`src/rtl/stk_pkg.sv`:
```
package stk_pkg;

  typedef enum logic [2:0] {
    OP_NONE = 3'd0,
    OP_PUSH = 3'd1,
    OP_POP  = 3'd2,
    OP_CALL = 3'd3,
    OP_RET  = 3'd4,
    OP_RETI = 3'd5
  } stk_op_e;

  typedef enum logic [3:0] {
    S_IDLE,
    S_WFIN,
    S_CALL_HI,
    S_POP_RD,
    S_POP_FIN,
    S_RET_HI,
    S_RET_LO,
    S_RET_FIN
  } stk_state_e;

endpackage

```
`src/rtl/stk_ptr.sv`:
```
module stk_ptr #(
  parameter int unsigned W      = 8,
  parameter int unsigned SP_RST = 7
) (
  input  logic         clk,
  input  logic         rst,
  input  logic         inc,
  input  logic         dec,
  input  logic         ld,
  input  logic [W-1:0] ld_val,
  output logic [W-1:0] sp
);

  localparam logic [W-1:0] ONE = W'(1);

  // load wins over step so a self-targeted pop ends on the popped value
  always_ff @(posedge clk) begin
    if (rst)      sp <= W'(SP_RST);
    else if (ld)  sp <= ld_val;
    else if (inc) sp <= sp + ONE;
    else if (dec) sp <= sp - ONE;
  end

endmodule

```
`src/rtl/stk_capture.sv`:
```
module stk_capture #(
  parameter int unsigned W = 8
) (
  input  logic           clk,
  input  logic           rst,
  input  logic           cap_byte,
  input  logic           cap_hi,
  input  logic           cap_lo,
  input  logic [W-1:0]   din,
  output logic [W-1:0]   pop_data,
  output logic [2*W-1:0] ret_pc
);

  logic [W-1:0] hi_q, lo_q;

  always_ff @(posedge clk) begin
    if (rst) begin
      pop_data <= '0;
      hi_q     <= '0;
      lo_q     <= '0;
    end else begin
      if (cap_byte) pop_data <= din;
      if (cap_hi)   hi_q     <= din;
      if (cap_lo)   lo_q     <= din;
    end
  end

  assign ret_pc = {hi_q, lo_q};

endmodule

```
`src/rtl/stk_ctrl.sv`:
```
module stk_ctrl
  import stk_pkg::*;
#(
  parameter int unsigned W = 8
) (
  input  logic           clk,
  input  logic           rst,
  input  logic [2:0]     req_op,
  input  logic [W-1:0]   push_data,
  input  logic [2*W-1:0] call_pc,
  input  logic           pop_to_sp,
  input  logic [W-1:0]   sp,
  output logic [W-1:0]   ram_addr,
  output logic [W-1:0]   ram_wdata,
  output logic           ram_we,
  output logic           sp_inc,
  output logic           sp_dec,
  output logic           sp_ld,
  output logic           cap_byte,
  output logic           cap_hi,
  output logic           cap_lo,
  output logic           done,
  output logic           irq_clear,
  output logic           busy
);

  localparam logic [W-1:0] ONE = W'(1);

  stk_state_e   st;
  logic [W-1:0] pc_hi_q;
  logic         tosp_q;
  logic         reti_q;
  logic         idle_push, idle_call;

  assign busy      = (st != S_IDLE);
  assign idle_push = (st == S_IDLE) && (req_op == OP_PUSH);
  assign idle_call = (st == S_IDLE) && (req_op == OP_CALL);

  always_comb begin
    sp_inc   = idle_push || idle_call || (st == S_CALL_HI);
    sp_dec   = (st == S_POP_RD) || (st == S_RET_HI) || (st == S_RET_LO);
    sp_ld    = (st == S_POP_FIN) && tosp_q;
    cap_byte = (st == S_POP_FIN);
    cap_hi   = (st == S_RET_LO);
    cap_lo   = (st == S_RET_FIN);
  end

  always_ff @(posedge clk) begin
    if (rst) begin
      st        <= S_IDLE;
      ram_addr  <= '0;
      ram_wdata <= '0;
      ram_we    <= 1'b0;
      pc_hi_q   <= '0;
      tosp_q    <= 1'b0;
      reti_q    <= 1'b0;
      done      <= 1'b0;
      irq_clear <= 1'b0;
    end else begin
      done      <= 1'b0;
      irq_clear <= 1'b0;
      ram_we    <= 1'b0;
      unique case (st)
        S_IDLE: begin
          case (req_op)
            OP_PUSH: begin
              ram_addr  <= sp + ONE;
              ram_wdata <= push_data;
              ram_we    <= 1'b1;
              st        <= S_WFIN;
            end
            OP_CALL: begin
              ram_addr  <= sp + ONE;
              ram_wdata <= call_pc[W-1:0];
              ram_we    <= 1'b1;
              pc_hi_q   <= call_pc[2*W-1:W];
              st        <= S_CALL_HI;
            end
            OP_POP: begin
              ram_addr <= sp;
              tosp_q   <= pop_to_sp;
              st       <= S_POP_RD;
            end
            OP_RET, OP_RETI: begin
              ram_addr <= sp;
              reti_q   <= (req_op == OP_RETI);
              st       <= S_RET_HI;
            end
            default: st <= S_IDLE;
          endcase
        end
        S_CALL_HI: begin
          ram_addr  <= sp + ONE;
          ram_wdata <= pc_hi_q;
          ram_we    <= 1'b1;
          st        <= S_WFIN;
        end
        S_WFIN: begin
          done <= 1'b1;
          st   <= S_IDLE;
        end
        S_POP_RD:  st <= S_POP_FIN;
        S_POP_FIN: begin
          done <= 1'b1;
          st   <= S_IDLE;
        end
        S_RET_HI: begin
          ram_addr <= sp - ONE;
          st       <= S_RET_LO;
        end
        S_RET_LO: st <= S_RET_FIN;
        S_RET_FIN: begin
          done      <= 1'b1;
          irq_clear <= reti_q;
          st        <= S_IDLE;
        end
        default: st <= S_IDLE;
      endcase
    end
  end

endmodule

```
`src/rtl/stack_seq_unit.sv`:
```
module stack_seq_unit #(
  parameter int unsigned W      = 8,
  parameter int unsigned SP_RST = 7
) (
  input  logic           clk,
  input  logic           rst,
  input  logic [2:0]     req_op,
  input  logic [W-1:0]   push_data,
  input  logic [2*W-1:0] call_pc,
  input  logic           pop_to_sp,
  output logic [W-1:0]   ram_addr,
  output logic [W-1:0]   ram_wdata,
  output logic           ram_we,
  input  logic [W-1:0]   ram_rdata,
  output logic [W-1:0]   pop_data,
  output logic [2*W-1:0] ret_pc,
  output logic [W-1:0]   sp,
  output logic           irq_clear,
  output logic           done
);

  logic sp_inc, sp_dec, sp_ld;
  logic cap_byte, cap_hi, cap_lo;
  logic busy_w;

  stk_ctrl #(.W(W)) u_ctrl (
    .clk       (clk),
    .rst       (rst),
    .req_op    (req_op),
    .push_data (push_data),
    .call_pc   (call_pc),
    .pop_to_sp (pop_to_sp),
    .sp        (sp),
    .ram_addr  (ram_addr),
    .ram_wdata (ram_wdata),
    .ram_we    (ram_we),
    .sp_inc    (sp_inc),
    .sp_dec    (sp_dec),
    .sp_ld     (sp_ld),
    .cap_byte  (cap_byte),
    .cap_hi    (cap_hi),
    .cap_lo    (cap_lo),
    .done      (done),
    .irq_clear (irq_clear),
    .busy      (busy_w)
  );

  stk_ptr #(.W(W), .SP_RST(SP_RST)) u_ptr (
    .clk    (clk),
    .rst    (rst),
    .inc    (sp_inc),
    .dec    (sp_dec),
    .ld     (sp_ld),
    .ld_val (ram_rdata),
    .sp     (sp)
  );

  stk_capture #(.W(W)) u_cap (
    .clk      (clk),
    .rst      (rst),
    .cap_byte (cap_byte),
    .cap_hi   (cap_hi),
    .cap_lo   (cap_lo),
    .din      (ram_rdata),
    .pop_data (pop_data),
    .ret_pc   (ret_pc)
  );

endmodule

```
`config.mk`:
```
export PLATFORM = sky130hd
export DESIGN_NAME = stack_seq_unit
export DESIGN_NICKNAME = d
export VERILOG_FILES = /design/src/rtl/stk_pkg.sv /design/src/rtl/stk_ptr.sv /design/src/rtl/stk_capture.sv /design/src/rtl/stk_ctrl.sv /design/src/rtl/stack_seq_unit.sv
export SDC_FILE = /design/constraint.sdc
export NUM_CORES = 1
export LEC_CHECK = 0
export BUFFER_PORTS_ARGS = -buffer_cell sky130_fd_sc_hd__buf_4
export CAP_MARGIN = 25
export CORE_MARGIN = 4
export CORE_UTILIZATION = 50
export CTS_BUF_LIST = sky130_fd_sc_hd__clkbuf_8 sky130_fd_sc_hd__clkbuf_16
export CTS_CLUSTER_DIAMETER = 50
export DETAILED_ROUTE_END_ITERATION = 16
export PLACE_DENSITY_LB_ADDON = 0.05
export SYNTH_ARGS = -nofsm -noshare
export SYNTH_HDL_FRONTEND = slang
export SYNTH_SLANG_ARGS = --single-unit
```
`constraint.sdc`:
```
create_clock -name clk -period 5.8 [get_ports clk]
set_clock_uncertainty 0.2 [all_clocks]
set_input_delay 1.74 -clock clk [delete_from_list [all_inputs] [get_ports clk]]
set_output_delay 1.74 -clock clk [all_outputs]
set_load 0.1 [all_outputs]
```
After elaboration in Yosys (flattened, before gate mapping)
Cells that the tools add are included.
{ "classes": {"n_addsub": 2, "n_eq_ne": 14, "mux": 12, "bitwise": 1, "n_reduce_logical": 21} }
{ "op_table": {"columns": ["op", "count"], "rows": [
  ["$pmux 8 s2", 3],
  ["$mux 8", 3],
  ["$pmux 8 s3", 1],
  ["$eq 4x3->1 const B", 4],
  ["$pmux 3 s5", 1],
  ["$pmux 3 s4", 1],
  ["$reduce_and 2->1", 5],
  ["$add 8x1->8 const B", 1],
  ["$eq 4x2->1 const B", 2],
  ["$sub 8x1->8 const B", 1],
  ["$eq 3x2->1 const B", 2],
  ["$eq 3x3->1 const B", 2],
  ["$ne 3x3->1 const B", 2],
  ["$reduce_bool 3->1", 2],
  ["$reduce_or 2->1", 3],
  ["$reduce_or 3->1", 2],
  ["$eq 4x1->1 const B", 1],
  ["$logic_not 4->1", 1],
  ["$logic_or 1x1->1", 4],
  ["$eq 3x1->1 const B", 1],
  ["$logic_and 1x1->1", 3],
  ["$mux 1", 2],
  ["$pmux 1 s2", 1],
  ["$reduce_bool 2->1", 1],
  ["$not 1->1", 1]
]} }
{ "totals": {"reg_bits": 65, "out_inout_bits": 51} }

Longest topological paths before layout
{ "depth": {"ltp_word": 6, "mapped_depth": 9, "ltp_nobuf": 6} }

By module
From an unflattened synthesis, not the netlist that was laid out.
{ "unflattened": {"cells_unflattened": 375, "hier_area_um2": 3338.2} }
{ "by_module_without_submodules": {"columns": ["module", "instances", "cells_each", "area_per_inst_um2"], "rows": [
  ["stk_ctrl", 1, 218, 1809.2],
  ["stk_capture", 1, 77, 859.6],
  ["stk_ptr", 1, 80, 669.4]
]} }

Least setup slack after synthesis
No wires, ideal clock.
{ "synth_path": {"path_type": "input -> register", "start": "input port req_op[2]", "end": "register u_ctrl.ram_addr[4]", "setup_ns": 0.127, "arrival_time_ns": 2.981, "required_ns": 5.473, "slack_ns": 2.493, "stages": 5, "path_buffers": 0, "path_cell_list": "or3b_1 > a21oi_2 > nor2_2 > a2111oi_4 > o31ai_1"} }
{ "synth_between": {"elab_chain_len": 4} }
{ "synth_lines": {"columns": ["element", "line", "text"], "rows": [
  ["start: declaration", "stack_seq_unit.sv:7", "input logic [2:0] req_op,"],
  ["$eq 3x2->1, or another cell as far along", "stk_ctrl.sv:65", "case (req_op)"],
  ["$reduce_or 3->1 (no source line) / $reduce_or 2->1 (equally long branches)", null, null],
  ["$pmux 8 s2 / $ne 3x3->1 (equally long branches)", null, null],
  ["$pmux 8 s3 / $reduce_and 2->1 (equally long branches)", null, null],
  ["end signal: assignment", "stk_ctrl.sv:67", "ram_addr <= sp + ONE;"],
  ["end signal: assignment", "stk_ctrl.sv:73", "ram_addr <= sp + ONE;"],
  ["end signal: assignment", "stk_ctrl.sv:80", "ram_addr <= sp;"],
  ["end: declaration", "stk_ctrl.sv:13", "output logic [W-1:0] ram_addr,"]
]} }
Parallel ways exist; a longest one is shown, timed or not.
A chain may end at the register's enable or synchronous reset.

Worst setup path after layout
{ "layout_path": {"start": "input port req_op[2]", "end": "register u_ctrl.pc_hi_q[4]"} }
{ "layout_between": {"elab_chain_len": 2} }
{ "layout_lines": {"columns": ["element", "line", "text"], "rows": [
  ["$eq 3x2->1", "stk_ctrl.sv:65", null],
  ["$reduce_and 2->1 (no source line)", null, null],
  ["end signal: assignment", "stk_ctrl.sv:76", "pc_hi_q <= call_pc[2*W-1:W];"],
  ["end: declaration", "stk_ctrl.sv:30", "logic [W-1:0] pc_hi_q;"]
]} }
Every way passes these cells.

==> impl_metrics.py <==
metrics = {
    "sta": {
        "worst_slew_pin_slew_ps": 998,
        "slew_violations": 0,
        "setup_viol": 0,
        "rsz0062_at_grt": "false",
        "whs_ps": 258,
        "hold_viol": 0,
        "slew_headroom": 0.331,
        "tns_ps": 0,
        "max_freq_mhz": 286,
        "period_minus_slack_ps": 3500,
        "fin_crit_sh": 0.604,
    },
    "setup_path": {
        "critPathLaunchType": "primary input",
        "arrival_ps": 3500,
        "path_max_fanout": 10,
        "end_kind": "register",
        "worstPathRequired_ps": 5800,
        "worstSetupPathType": "primary input to register",
    },
    "cells_and_area": {
        "n_antenna_cell": 0,
        "syn2layout_area_growth_pct": 26.6,
        "nNetsFinal": 474,
        "drive_above_1_share": 0.262,
        "stdcell_count": 514,
        "design_area_sq_mm": 0.00399,
    },
    "hold_path": {
        "hp-class": "register to register",
    },
    "logic_synthesis": {
        "synth_top_family_by_area": "simple AND/OR/NAND/NOR gates",
        "synthXorXnorAreaFrac": 0.0223,
        "synth-warning-count": 0,
        "muxShareOfSynthArea": 0.121,
        "synth_ff_type": "dfxtp_1",
        "synth_fa_ha_area_frac": 0.00795,
        "synth_compound_area_frac": 0.174,
        "synth_common_cells": "dfxtp_1 (64), nor2_1 (52), mux2i_1 (38), nand2_1 (32), a21oi_1 (23)",
        "yosysTopAreaCellShare": 0.407,
        "netlist_area_sq_mm": 0.00315,
        "yosys.area_share.simple": 0.212,
        "ys_ff_latch": 64,
        "syn_inst": 363,
        "yosysSeqAreaShare": 0.407,
        "synth_fp_nets": 403,
        "synth_area_leader_cell": "dfxtp_1",
        "synth_most_common_cell": "dfxtp_1",
        "ys_top_cells_by_area": "dfxtp_1 (41%), mux2i_1 (12%), nor2_1 (6.2%)",
        "netlist-cell-type-count": 57,
        "synth-async-reset-ratio": 0,
        "synth_edf_count": 0,
        "syn_avg_cell_area_sq_um": 8.67,
    },
    "die": {
        "pin_count": 89,
        "dieArea_sq_mm": 0.00763,
        "die-height_microns": 87.3,
        "die_width_microns": 87.3,
        "core_area_sq_mm": 0.00603,
        "rows": 28,
        "initial_core_util": 0.522,
    },
    "global_route": {
        "antenna_found_initial": 0,
        "grt_overflow": 0,
        "grt_pass1_wl_mm": 13.2,
        "use_met3": 0.0681,
        "grtUsageTotal": 0.221,
        "grt_pass1_vias": 2690,
        "gr-usage-met2": 0.333,
        "busiest_layer": "met2",
        "use_met1": 0.298,
        "grt_max_degree": 63,
    },
    "place": {
        "place_area_sq_mm": 0.00377,
        "placedCellCount": 498,
        "io_buffers": 88,
        "gp_congestion": 0.844,
        "dpl.hpwl_mm": 5.55,
    },
    "route": {
        "drtPass1Iterations": 4,
        "drc": 0,
        "totalWireLength_mm": 7.94,
        "avgRoutedWirePerCell_microns": 15.5,
        "num_vias": 2871,
        "drtIter0Drc": 116,
        "vias_per_cell": 5.59,
        "postRouteAntennaNets": 0,
    },
    "cts": {
        "post_cts_buffers": 0,
        "cts_made_buffers": 9,
        "clock_sinks": 64,
        "clk_path_buf_depth": 2,
        "cts_resized": 0,
        "cts_tree": "yes",
        "path_clk_slew_ps": 70,
        "insertion_delay_ps": 340,
        "cts_htree_levels": 3,
        "cts_hold_buffers": 0,
        "cts_root_buffer": "clkbuf_8",
    },
    "power_and_ir_drop": {
        "peakVddDrop_mv": 0.186,
        "p_leak_nw": 1.81,
        "power_mw": 1.27,
        "power.density_mw_per_mm2": 319,
    },
    "outcome": {
        "status": "complete, no violations",
    },
    "run": {
        "maxCapViolCount": 0,
    },
}
-- path summary, 6_finish.rpt --
path | depth (start not counted) | slack [ps] | to | startpoint
worst max-delay path | 5 | 2300 | u_ctrl.pc_hi_q[4] | req_op[2]
worst min-delay path | 2 | 260 | u_cap.lo_q[1] | u_cap.lo_q[1]
worst max register to register | 5 | 3040 | u_ctrl.ram_addr[5] | u_ctrl.st[1]
worst min register to register | 2 | 260 | u_cap.lo_q[1] | u_cap.lo_q[1]
-- metal layers --
| layer | wire length, microns | share of wire |
|---|---|---|
| met1 | 3640 | 0.46 |
| met2 | 3570 | 0.45 |
| met4 | 76 | 0.0096 |
| met3 | 660 | 0.083 |
| met5 | 0 | 0 |
-- worst max-delay path, cell delays in order --
cell      delay (ps)
buf_4            140
nand3b_1         500
or4_1            820
mux2i_1          250
nor2_1            60
-- through the flow --
step / utilization / setup slack [ps]
2_1_floorplan: - / 2490
3_3_place_gp: 0.626 / 1990
3_5_place_dp: 0.626 / 1930
4_1_cts: 0.661 / 2290
5_1_grt: 0.661 / 2170
6_report: 0.661 / 2300
-- cell type report --
type,count,area (sq um)
Inverter,8,30.0
Fill cell,541,2040
Clock buffer,9,124
Multi-Input combinational cell,262,1700
Timing Repair Buffer,89,668
Tap cell,75,93.8
Clock inverter,7,87.6
Sequential cell,64,1280
-- sequential cells by signal, indices dropped and copies added (netlist names) --
signal,count
u_ctrl.pc_hi_q,8
u_cap.pop_data,8
u_ctrl.ram_we,1
u_cap.hi_q,8
u_ctrl.tosp_q,1
u_ctrl.ram_addr,8
u_cap.lo_q,8
u_ctrl.reti_q,1
u_ptr.sp,8
u_ctrl.st,3
u_ctrl.irq_clear,1
u_ctrl.ram_wdata,8
u_ctrl.done,1
-- cells in the final DEF (no fill, tap or decap), types with 2 or more instances in the layout --
cell type  count
or4_1          2
nor2b_1        2
a311oi_1       2
clkinv_2       3
or3b_2         2
dfxtp_1       64
xnor2_1        6
or3b_1         3
a21oi_1       23
xor2_1         2
nand2b_1       2
o22ai_1        5
a221oi_1       2
o31ai_1        5
nand3_1       11
a211oi_1      13
buf_4         89
nand2_1       32
o21ai_0        6
clkbuf_8       9
a31oi_1        2
mux2i_1       38
nor3_1        10
nor2_1        52
bufinv_16      2
or3_1          3
nand3b_1       6
nand4_1        3
and3_1         3
inv_1          9
ha_1           2
-- power breakdown --
part | leakage (nW) | internal, mW | switching, mW | total (mW)
clock network | 0.114 | 0.239 | 0.178 | 0.417
registers | 0.520 | 0.465 | 0.0315 | 0.497
logic | 1.17 | 0.101 | 0.256 | 0.357
-- logic make-up (layout without fill, tap and decap cells) --
family / count (synthesis) / after routing
xor gates and xnor gates: 8 / 8
DFF: 64 / 64
buffers and inverters: 37 / 113
and+or+nand+nor: 139 / 139
muxes: 38 / 38
AOI/OAI and AO/OA: 75 / 75
adders and majority gates: 2 / 2
No activity file was read; power rests on OpenSTA's default activity.
